## src/rtl/uart_rxq_pkg.sv

```systemverilog
package uart_rxq_pkg;

  // Bits per character: start + data + optional parity + stop bits.
  function automatic logic [3:0] frame_bits(input logic [3:0] cfg);
    logic [3:0] n;
    n = 4'd1 + 4'd5 + {2'b00, cfg[1:0]} + {3'b000, cfg[3]} + (cfg[2] ? 4'd2 : 4'd1);
    return n;
  endfunction

  // Fill threshold in bytes for a two-bit selection.
  function automatic logic [4:0] trig_count(input logic [1:0] sel);
    logic [4:0] t;
    case (sel)
      2'b00:   t = 5'd1;
      2'b01:   t = 5'd4;
      2'b10:   t = 5'd8;
      default: t = 5'd14;
    endcase
    return t;
  endfunction

endpackage

```

## src/rtl/rxq_store.sv

```systemverilog
module rxq_store #(
  parameter int DEPTH = 16,
  parameter int DW    = 8,
  localparam int AW   = $clog2(DEPTH),
  localparam int CW   = $clog2(DEPTH + 1)
) (
  input  logic          clk,
  input  logic          rst_n,
  input  logic          clr,
  input  logic          push,
  input  logic          pop,
  input  logic [DW-1:0] wdata,
  output logic [DW-1:0] rdata,
  output logic [CW-1:0] count
);
  logic [DW-1:0] mem [DEPTH];
  logic [AW-1:0] wr_q, wr_d, rd_q, rd_d;
  logic [CW-1:0] cnt_q, cnt_d;

  function automatic logic [AW-1:0] bump(input logic [AW-1:0] p);
    return (p == AW'(DEPTH - 1)) ? '0 : p + AW'(1);
  endfunction

  always_comb begin
    wr_d  = wr_q;
    rd_d  = rd_q;
    cnt_d = cnt_q;
    if (clr) begin
      wr_d  = '0;
      rd_d  = '0;
      cnt_d = '0;
    end else begin
      if (push) wr_d = bump(wr_q);
      if (pop)  rd_d = bump(rd_q);
      cnt_d = cnt_q + CW'(push) - CW'(pop);
    end
  end

  always_ff @(posedge clk or negedge rst_n) begin
    if (!rst_n) begin
      wr_q  <= '0;
      rd_q  <= '0;
      cnt_q <= '0;
    end else begin
      wr_q  <= wr_d;
      rd_q  <= rd_d;
      cnt_q <= cnt_d;
    end
  end

  always_ff @(posedge clk) begin
    if (push && !clr) mem[wr_q] <= wdata;
  end

  assign rdata = (cnt_q != '0) ? mem[rd_q] : '0;
  assign count = cnt_q;
endmodule

```

## src/rtl/rxq_timeout.sv

```systemverilog
module rxq_timeout #(
  parameter int TMO_CHARS = 4,
  localparam int LIM_MAX  = TMO_CHARS * 12,
  localparam int TW       = $clog2(LIM_MAX + 1)
) (
  input  logic       clk,
  input  logic       rst_n,
  input  logic [3:0] frame_cfg,
  input  logic       bit_tick,
  input  logic       restart,
  input  logic       stop,
  input  logic       rd_clear,
  input  logic       have_data,
  output logic       pend
);
  logic          run_q, run_d, pend_q, pend_d, expire;
  logic [TW-1:0] cnt_q, cnt_d, limit;

  assign limit  = TW'(TMO_CHARS) * TW'(uart_rxq_pkg::frame_bits(frame_cfg));
  assign expire = run_q && bit_tick && (cnt_q >= limit - TW'(1)) && !restart && !stop;

  always_comb begin
    run_d  = run_q;
    cnt_d  = cnt_q;
    pend_d = pend_q;
    if (stop) begin
      run_d = 1'b0;
      cnt_d = '0;
    end else if (restart) begin
      run_d = 1'b1;
      cnt_d = '0;
    end else if (run_q && bit_tick) begin
      if (expire) begin
        run_d = 1'b0;
        cnt_d = '0;
      end else begin
        cnt_d = cnt_q + TW'(1);
      end
    end
    if (expire && have_data) pend_d = 1'b1;
    if (stop || rd_clear)    pend_d = 1'b0;
  end

  always_ff @(posedge clk or negedge rst_n) begin
    if (!rst_n) begin
      run_q  <= 1'b0;
      cnt_q  <= '0;
      pend_q <= 1'b0;
    end else begin
      run_q  <= run_d;
      cnt_q  <= cnt_d;
      pend_q <= pend_d;
    end
  end

  assign pend = pend_q;
endmodule

```

## src/rtl/uart_rxq.sv

```systemverilog
module uart_rxq #(
  parameter int DEPTH     = 16,
  parameter int DW        = 8,
  parameter int TMO_CHARS = 4,
  localparam int CW       = $clog2(DEPTH + 1)
) (
  input  logic          clk,
  input  logic          rst_n,
  input  logic          bit_tick,
  input  logic [3:0]    frame_cfg,
  input  logic          ctl_we,
  input  logic [7:0]    ctl_wdata,
  input  logic          rx_valid,
  input  logic [DW-1:0] rx_data,
  input  logic          rx_break,
  input  logic          rd_en,
  input  logic          lsr_rd,
  output logic [DW-1:0] rd_data,
  output logic [CW-1:0] level,
  output logic          data_ready,
  output logic          overrun,
  output logic          brk_flag,
  output logic          timeout_pend,
  output logic          trig_hit
);
  logic          fen_q, fen_d;
  logic [1:0]    tsel_q, tsel_d;
  logic [DW-1:0] hold_q, hold_d, in_byte, st_rdata;
  logic          dr_q, dr_d, oe_q, oe_d, bi_q, bi_d;
  logic [CW-1:0] cnt, cnt_after;
  logic          flush, arrive, q_full, q_pop, q_push, restart;
  logic          unused_ctl;

  assign unused_ctl = ^{ctl_wdata[5:2]};

  assign flush     = ctl_we && (ctl_wdata[1] || (ctl_wdata[0] != fen_q));
  assign arrive    = rx_valid || rx_break;
  assign in_byte   = rx_break ? '0 : rx_data;
  assign q_full    = (cnt == CW'(DEPTH));
  assign q_pop     = fen_q && !flush && rd_en && (cnt != '0);
  assign q_push    = fen_q && !flush && arrive && (!q_full || q_pop);
  assign cnt_after = cnt - CW'(q_pop) + CW'(q_push);
  assign restart   = fen_q && !flush && (q_push || (rd_en && cnt_after != '0));

  rxq_store #(.DEPTH(DEPTH), .DW(DW)) u_store (
    .clk(clk), .rst_n(rst_n), .clr(flush), .push(q_push), .pop(q_pop),
    .wdata(in_byte), .rdata(st_rdata), .count(cnt)
  );

  rxq_timeout #(.TMO_CHARS(TMO_CHARS)) u_tmo (
    .clk(clk), .rst_n(rst_n), .frame_cfg(frame_cfg), .bit_tick(bit_tick),
    .restart(restart), .stop(flush), .rd_clear(rd_en),
    .have_data(cnt != '0), .pend(timeout_pend)
  );

  always_comb begin
    fen_d  = fen_q;
    tsel_d = tsel_q;
    hold_d = hold_q;
    dr_d   = dr_q;
    oe_d   = oe_q;
    bi_d   = bi_q;
    if (ctl_we) begin
      fen_d  = ctl_wdata[0];
      tsel_d = ctl_wdata[7:6];
    end
    if (lsr_rd) begin
      oe_d = 1'b0;
      bi_d = 1'b0;
    end
    if (flush) begin
      dr_d   = 1'b0;
      bi_d   = 1'b0;
      hold_d = '0;
    end else if (fen_q) begin
      if (arrive) begin
        dr_d = 1'b1;
        if (q_full && !q_pop) oe_d = 1'b1;
      end else if (rd_en && cnt_after == '0) begin
        dr_d = 1'b0;
        bi_d = 1'b0;
      end
    end else begin
      if (arrive) begin
        hold_d = in_byte;
        dr_d   = 1'b1;
        if (dr_q && !rd_en) oe_d = 1'b1;
      end else if (rd_en) begin
        dr_d = 1'b0;
        bi_d = 1'b0;
      end
    end
    if (!flush && rx_break) bi_d = 1'b1;
  end

  always_ff @(posedge clk or negedge rst_n) begin
    if (!rst_n) begin
      fen_q  <= 1'b0;
      tsel_q <= 2'b00;
      hold_q <= '0;
      dr_q   <= 1'b0;
      oe_q   <= 1'b0;
      bi_q   <= 1'b0;
    end else begin
      fen_q  <= fen_d;
      tsel_q <= tsel_d;
      hold_q <= hold_d;
      dr_q   <= dr_d;
      oe_q   <= oe_d;
      bi_q   <= bi_d;
    end
  end

  assign rd_data    = fen_q ? st_rdata : hold_q;
  assign level      = fen_q ? cnt : CW'(dr_q);
  assign data_ready = dr_q;
  assign overrun    = oe_q;
  assign brk_flag   = bi_q;
  assign trig_hit   = dr_q && (!fen_q || (cnt >= CW'(uart_rxq_pkg::trig_count(tsel_q))));
endmodule

```

## config.mk

```make
export PLATFORM = sky130hd
export DESIGN_NAME = uart_rxq
export DESIGN_NICKNAME = d
export VERILOG_FILES = /design/src/rtl/uart_rxq_pkg.sv /design/src/rtl/rxq_store.sv /design/src/rtl/rxq_timeout.sv /design/src/rtl/uart_rxq.sv
export SDC_FILE = /design/constraint.sdc
export NUM_CORES = 1
export LEC_CHECK = 0
export ABC_AREA = 1
export CAP_MARGIN = 10
export CORE_MARGIN = 3
export CORE_UTILIZATION = 38
export DETAILED_ROUTE_END_ITERATION = 8
export PLACE_DENSITY_LB_ADDON = 0.15
export REMOVE_ABC_BUFFERS = 1
export SLEW_MARGIN = 40
export SYNTH_ARGS = -nofsm -noshare
export SYNTH_HDL_FRONTEND = slang
export SYNTH_SLANG_ARGS = --single-unit
```

## constraint.sdc

```tcl
create_clock -name clk -period 5.11 [get_ports clk]
set_input_delay 0.7665 -clock clk [delete_from_list [all_inputs] [get_ports clk]]
set_output_delay 0.7665 -clock clk [all_outputs]
set_load 0.02 [all_outputs]
```

==> results.md, run 1 <==
- Initial antenna violation count: 0
- Post-CTS setup buffers: 0
- Ant diodes: 0
- Tightest slew margin relative to the limit: 0.458
- Adder-Cell Fraction of Synth Area: 0.0458
- Overflow after GRT: 0
- Total GRT Usage: 0.174
- HP Class: in -> async
- Post-Route WL: 18.2 mm
- Leakage Power: 3.44 nW
- Syn Area/Cell: approximately 11 µm²
- Final-report setup violation count: 0
- Max Clk Rate: between 0.2 and 0.3 GHz
- Cell family with most CP delay: buffers and inverters
- Max Cap Viol: 0
- Die Area: 21300 µm²
- Starting DRC count in detailed routing: 358
- Startpoint class of the critical path: flop
- Largest net degree at the start of global routing: 51
- Simple-gate share of the synthesized area: 0.140
- Post-DP HPWL: between 10 and 15 mm
- Grt met3 use: 0.0352
- Num CTS Buffers: 17
- R2r endpoint: u_tmo.cnt_q[4]
- CP most frequent cell: o21ai_0
- Final hold violation count: 0
- TritonCTS clock tree: built
- Cell Rows: 50
- Synth cell count leaders: edfxtp_1, nand2_1, inv_1
- TNS Setup: 0 ns
- WL/cell: between 15 and 20 µm
- Outcome: finished clean
- Post-synthesis mux area share: 0
- R2r startpoint: fen_q
- Nets: 795
- Worst Path Buf+Inv: 2
- Hold buffers post-CTS: 0
- IO Pins: 46
- Area leader, netlist: edfxtp_1
- Largest cells by area after synthesis: edfxtp_1, dfrtp_1, nand2_1
- Synthesis Warnings: 0
- Syn-to-layout area delta: 17.1%
- Cell count after placement: between 900 and 1k
- M1 GR Usage: 0.241
- CP cell instances: inv_1, o21ai_0, o221ai_1, nand3_1, o21ai_0, nand2_1, o21ai_0, clkdlybuf4s50_1
- H-tree depth: 4
- R2R setup slack: 1.42 ns
- CP Data Required Time: 4.34 ns
- Most frequent cell after synthesis: edfxtp_1
- Number of global-route vias before repair: 5077
- Final min period: 3.89 ns
- Busiest grt layer: met2
- Fin worst setup slack: 1.22 ns
- Worst EP arrival: 3.12 ns
- Main combinational cell family by area after synthesis: simple AND/OR/NAND/NOR gates
- Worst setup EP type: output port
- Clk buf depth: 2
- Primary FF master, synth: edfxtp_1
- Setup Skew: 0.0113 ns
- Clock-pin slew on the worst setup and hold paths: 0.07 ns
- Reg2Reg Depth: 22
- Post-cts sizing count: 0
- CTS root buf: clkbuf_16
- First-pass GRT wire length: 28.5 mm
- Critical path class: reg -> out
- Die Y: between 100 and 150 µm
- Seq/Total Area, Yosys: 0.635
- Netlist Area Pre-Place: 7430 µm²
- Pre-CTS setup slack: 0.826 ns
- Xor and xnor area share after synthesis: 0.00943
- DRC: 0
- Vias: 5126
- Crit-path slowest cell: clkdlybuf4s50_1
- Max VDD drop: 247 µV
- FFs w/ async S/R, synth: 0.215
- Core Region: about 19000 µm²
- Drt pass-1 iters: 5
- FF+latch count, synth: 163
- P per Cell Area: 410 nW/µm²
- Final period util: 0.761
- Die X: 146 µm
- Initial core utilization: 0.392
- Synth Area in Compound Gates: 0.110
- Least-Margin Pin Slew: 0.810 ns
- EDFF count, synth: around 130
- Vias per std cell: 5.06
- Cells after Synth: 697
- Share of layout cells above drive strength 1: 0.0769
- CP Max Fanout: 19
- Fin. max-slew vios: 0
- Netlist cell types: 34
- I/O Buffers: 41
- Gpl congestion: 0.849
- Non-Filler Instances: 1014
- Top cell type's share of synthesized area: 0.517
- Remaining antenna violation count after routing: 0
- RSZ-0062 raised after global routing: false
- Clk sinks: between 150 and 200
- Routing usage on met2: 0.280
- Clk_lat worst skew: 0.43 ns
- Slowest stage delay, CP: 0.67 ns
-- where the power goes --
group          internal (mW)  total (mW)  switching, mW
Combinational          0.279       0.807          0.528
Clock                  0.682        1.22          0.543
Sequential              1.49        1.54         0.0466
Total                   2.45        3.57           1.12
-- worst max-delay path by stage --
stage,start,endpoint,slack [ns],cells past startpoint
global placement,ctl_wdata[0],u_tmo.cnt_q[2],0.94,21
floorplan,u_store.rd_q[0],rd_data[0],0.80,7
global route,ctl_wdata[0],u_tmo.cnt_q[4],0.89,22
CTS,u_store.rd_q[1],rd_data[7],1.15,8
finish,u_store.rd_q[1],rd_data[7],1.22,8
detailed placement,ctl_wdata[0],u_tmo.cnt_q[4],0.83,21
-- cell families (layout without fill, tap and decap cells) --
| kind of cell | after synthesis | count (layout) |
|---|---|---|
| and+or+nand+nor | 242 | 242 |
| DFF | 163 | 163 |
| AOI/OAI and AO/OA | 145 | 145 |
| buffers and inverters | 113 | 170 |
| adders and majority gates | 26 | 26 |
| xor gates and xnor gates | 8 | 8 |
-- layout make-up --
cell class | count | area (µm²)
Tap cell | 260 | 325
Clock buffer | 17 | 425
Clock inverter | 15 | 143
Sequential cell | 163 | 4720
Fill cell | 1741 | 10300
Timing Repair Buffer | 49 | 468
Inverter | 89 | 337
Multi-Input combinational cell | 421 | 2280
-- per-layer routing --
metal | part of all wire | up-vias
li1 | - | 2498
met1 | 0.46 | 2469
met2 | 0.48 | 142
met3 | 0.045 | 17
met4 | 0.014 | 0
met5 | 0 | -
-- layout by cell type, fill, tap and decap left out, drive strengths merged --
cell type and count:
a22o 1, inv 94, ha 24, clkbuf 17
clkinvlp 3, xnor2 2, a21oi 24, nand3b 1
a31oi 2, nand3 36, o22ai 15, dfrtp 35
nand2 114, o41ai 1, nor2 78, o21ai 83
bufinv 1, o211ai 1, buf 9, clkdlybuf4s50 40
nor3 1, a21boi 2, edfxtp 128, fa 2
o21a 1, xor2 6, o31ai 1, clkinv 6
nand4 12, o221ai 14
-- worst reg2reg max path, stage by stage, from the launching register on --
cell	delay [ns]
dfrtp_1	0.36
buf_4	0.21
inv_4	0.13
nor2_2	0.04
nor2_1	0.11
nand2_2	0.08
nand2_4	0.22
nand2_2	0.13
nor2_2	0.14
nand2_4	0.11
inv_1	0.19
ha_1	0.22
inv_1	0.06
fa_1	0.40
nand3b_1	0.20
nand2_1	0.08
nand2_1	0.04
nand2_1	0.07
nand3_1	0.12
nand2_1	0.13
nand2_4	0.08
nor3_4	0.31
o21ai_1	0.14
-- flip-flops by register name, summed over array words and instances, names as in the netlist, 2 cells and up --
register and count:
u_store.wr_q 4, u_tmo.cnt_q 6, u_store.rd_q 4, u_store.mem 128, u_store.count 5, tsel_q 2, hold_q 8
-- through the flow --
stage / hold slack (ns) / power (mW) / cell area [µm²] / utilization
3_5_place_dp: 0.488 / 2.37 / 8120 / 0.428
2_1_floorplan: 0.469 / 2.06 / 7330 / -
3_3_place_gp: 0.490 / 2.35 / 8120 / 0.428
6_report: 0.297 / 3.57 / 8700 / 0.459
5_1_grt: 0.317 / 3.77 / 8700 / 0.459
4_1_cts: 0.465 / 3.60 / 8690 / 0.458
Note: power is estimated with default switching activity, not from simulation.
==> run 2: changes to the inputs <==
==> constraint.sdc (replaced) <==
create_clock -name clk -period 3.5 [get_ports clk]
set_input_delay 0.525 -clock clk [delete_from_list [all_inputs] [get_ports clk]]
set_output_delay 0.525 -clock clk [all_outputs]
set_load 0.02 [all_outputs]
==> run 2 against run 1 <==
Global-route usage grew 0.68 points. Via count grew 4.7%. Non-clock buffer count grew 44. Clock power grew 41%. Clock-buffer cell count grew 3. First-iteration DRC count shrank 7.8%. Setup slack lost 1.1 ns. Combinational power grew 71%. Largest cell class unchanged.
==> results.md, run 2 (synthesis results as in run 1) <==
- Post-DP HPWL: 12.8 mm (was 12.2 mm)
- Commonest non-fill, non-tap cells in the layout: edfxtp_1, nand2_1, inv_1 (unchanged)
- Startpoint class of the critical path: flop (unchanged)
- Overflow after GRT: 0 (unchanged)
- Vias: 5367 (was 5126)
- Clk buf depth: 2 (unchanged)
- Tightest slew margin relative to the limit: 0.501 (was 0.458)
- CP cell instances: clkinvlp_4, buf_12, o21ai_0, o221ai_1, a31oi_1, o22ai_1, clkdlybuf4s50_1 (was inv_1, o21ai_0, o221ai_1, nand3_1, o21ai_0, nand2_1, o21ai_0, clkdlybuf4s50_1)
- Outcome: finished clean (unchanged)
- I/O Buffers: 41 (unchanged)
- P per Cell Area: 585 nW/µm² (was 410 nW/µm²)
- Post-Route WL: 19.1 mm (was 18.2 mm)
- HP Class: in -> async (unchanged)
- Reg2Reg Depth: 23 (was 22)
- Commonest non-fill, non-tap cell in the layout: edfxtp_1 (unchanged)
- Crit-path slowest cell: clkdlybuf4s50_1 (unchanged)
- WL/cell: 18.0 µm (was 17.9 µm)
- Leakage Power: 3.73 nW (was 3.44 nW)
- Clk sinks: 163 (unchanged)
- IO Pins: 46 (unchanged)
- Die X: 146 µm (unchanged)
- Combinational Power Share: 0.259 (was 0.226)
- Setup Skew: 0.00946 ns (was 0.0113 ns)
- Initial core utilization: 0.392 (unchanged)
- CTS root buf: clkbuf_16 (unchanged)
- Drt pass-1 iters: 7 (was 5)
- Fin area: 9130 µm² (was 8700 µm²)
- R2R setup slack: 0.28 ns (was 1.42 ns)
- Ant diodes: 0 (unchanged)
- Die Area: 21300 µm² (unchanged)
- Total GRT Usage: 0.181 (was 0.174)
- CP Max Fanout: 15 (was 19)
- Fill count: 1698 (was 1741)
- Max Clk Rate: 0.294 GHz
- Max Cap Viol: 0 (unchanged)
- Gpl congestion: 0.841 (was 0.849)
- H-tree depth: 4 (unchanged)
- Top flop regs: u_store.mem: 128 flops, hold_q: 8 flops, u_tmo.cnt_q: 6 flops (unchanged)
- Final period util: 0.973
- Share of layout cells above drive strength 1: 0.129 (was 0.0769)
- Psw: 1.64 mW (was 1.12 mW)
- Starting DRC count in detailed routing: 330 (was 358)
- RSZ-0062 raised after global routing: true (was false)
- Die Y: 146 µm (unchanged)
- TritonCTS clock tree: built (unchanged)
- Final hold violation count: 0 (unchanged)
- Critical path class: reg -> out (unchanged)
- Vias per std cell: 5.07 (was 5.06)
- Slowest stage delay, CP: 0.66 ns (was 0.67 ns)
- R2r startpoint: u_store.count[3] (was fen_q)
- Area after DPL: 8470 µm² (was 8120 µm²)
- Final core utilization: 0.481 (was 0.459)
- CP Data Required Time: 2.97 ns (was 4.34 ns)
- Flip-flop count of the largest register after layout: 128 (unchanged)
- R2r endpoint: u_tmo.cnt_q[4] (unchanged)
- Internal power: 3.69 mW (was 2.45 mW)
- DRC: 0 (unchanged)
- Core Region: 19000 µm² (unchanged)
- Max VDD drop: 395 µV (was 247 µV)
- Sw frac: 0.308 (was 0.313)
- Cell count after placement: 1022 (was 982)
- Final-report setup violation count: 0 (unchanged)
- Remaining antenna violation count after routing: 0 (unchanged)
- Worst EP arrival: 2.88 ns (was 3.12 ns)
- Hold buffers post-CTS: 0 (unchanged)
- Setup crit end: rd_data[1] (was rd_data[7])
- First-pass GRT wire length: 29.8 mm (was 28.5 mm)
- Non-Filler Instances: 1058 (was 1014)
- Number of global-route vias before repair: 5360 (was 5077)
- Final min period: between 3 and 4 ns
- Clock power share: 0.323 (was 0.343)
- Clk_lat worst skew: 0.42 ns (was 0.43 ns)
- Top reg by flops: u_store.mem (unchanged)
- Cell Rows: 50 (unchanged)
- Worst setup EP type: output port (unchanged)
- Nets: 839 (was 795)
- Largest net degree at the start of global routing: 80 (was 51)
- Syn-to-layout area delta: 22.8% (was 17.1%)
- Least-Margin Pin Slew: 0.744 ns (was 0.810 ns)
- Sequential power share: 0.418 (was 0.431)
- Worst Setup SP: u_store.rd_q[0] (was u_store.rd_q[1])
- Clock-pin slew on the worst setup and hold paths: 0.07 ns (about the same)
- Initial antenna violation count: 0 (unchanged)
- Fin. max-slew vios: 0 (unchanged)
- Num CTS Buffers: 17 (unchanged)
- Tot Pwr: 5.34 mW (was 3.57 mW)
- Hold slack final: 0.0544 ns (was 0.297 ns)
## run 2: power by group through the flow
| stage | Sequential [mW] | Clock, mW | Combinational [mW] |
|---|---|---|---|
| floorplan | 2.30 | 0 | 0.704 |
| global placement | 2.26 | 0 | 1.30 |
| detailed placement | 2.26 | 0 | 1.33 |
| CTS | 2.22 | 1.76 | 1.34 |
| global route | 2.24 | 1.83 | 1.55 |
| finish | 2.23 | 1.72 | 1.38 |
## run 2: worst min path at each step
stage / startpoint / endpoint / slack, ns / cells after the start
2_1_floorplan: rst_n / brk_flag / 0.23 / 0
3_3_place_gp: u_tmo.cnt_q[0] / u_tmo.cnt_q[0] / 0.49 / 1
5_1_grt: rst_n / u_store.count[3] / 0.06 / 1
6_report: rst_n / u_store.count[3] / 0.05 / 1
4_1_cts: rst_n / u_store.count[3] / 0.05 / 1
3_5_place_dp: u_tmo.cnt_q[0] / u_tmo.cnt_q[0] / 0.50 / 1
## run 2: critical path: cells and delay by family (launching register included)
family	cells	cell delay (ns)
compound gates	4	0.91
buf+inv	3	1.06
flops	1	0.48
## run 2: stage by stage
stage | TNS, ns | setup slack, ns
detailed placement | -0.686 | -0.164
finish | 0 | 0.0948
CTS | 0 | 0.0118
global placement | -0.411 | -0.0723
global route | -0.0155 | -0.0104
floorplan | -4.12 | -0.567
## run 2: what timing repair did
item | in CTS | in global routing
setup endpoints to repair | 1 | 14
buffers inserted | 0 | 3
hold endpoints to repair | 0 | 0
resized for setup | 1 | 13
pin swaps | 0 | 1
cloned | 0 | 1
## run 2: area by class of cell
class / count / area, µm² / share of cell area
timing repair buffer: 93 / 890 / 0.0975
multi-input combinational: 421 / 2300 / 0.252
sequential: 163 / 4720 / 0.517
clock buffer: 20 / 437 / 0.0478
inverter: 89 / 348 / 0.0381
clock inverter: 12 / 110 / 0.0121
tap: 260 / 325 / 0.0356
## run 2: per-layer routing
layer  GRT usage  routed length [µm]
met5           0                   0
met4      0.0613                 348
met3      0.0367                 781
met2       0.290                8930
met1       0.248                9000
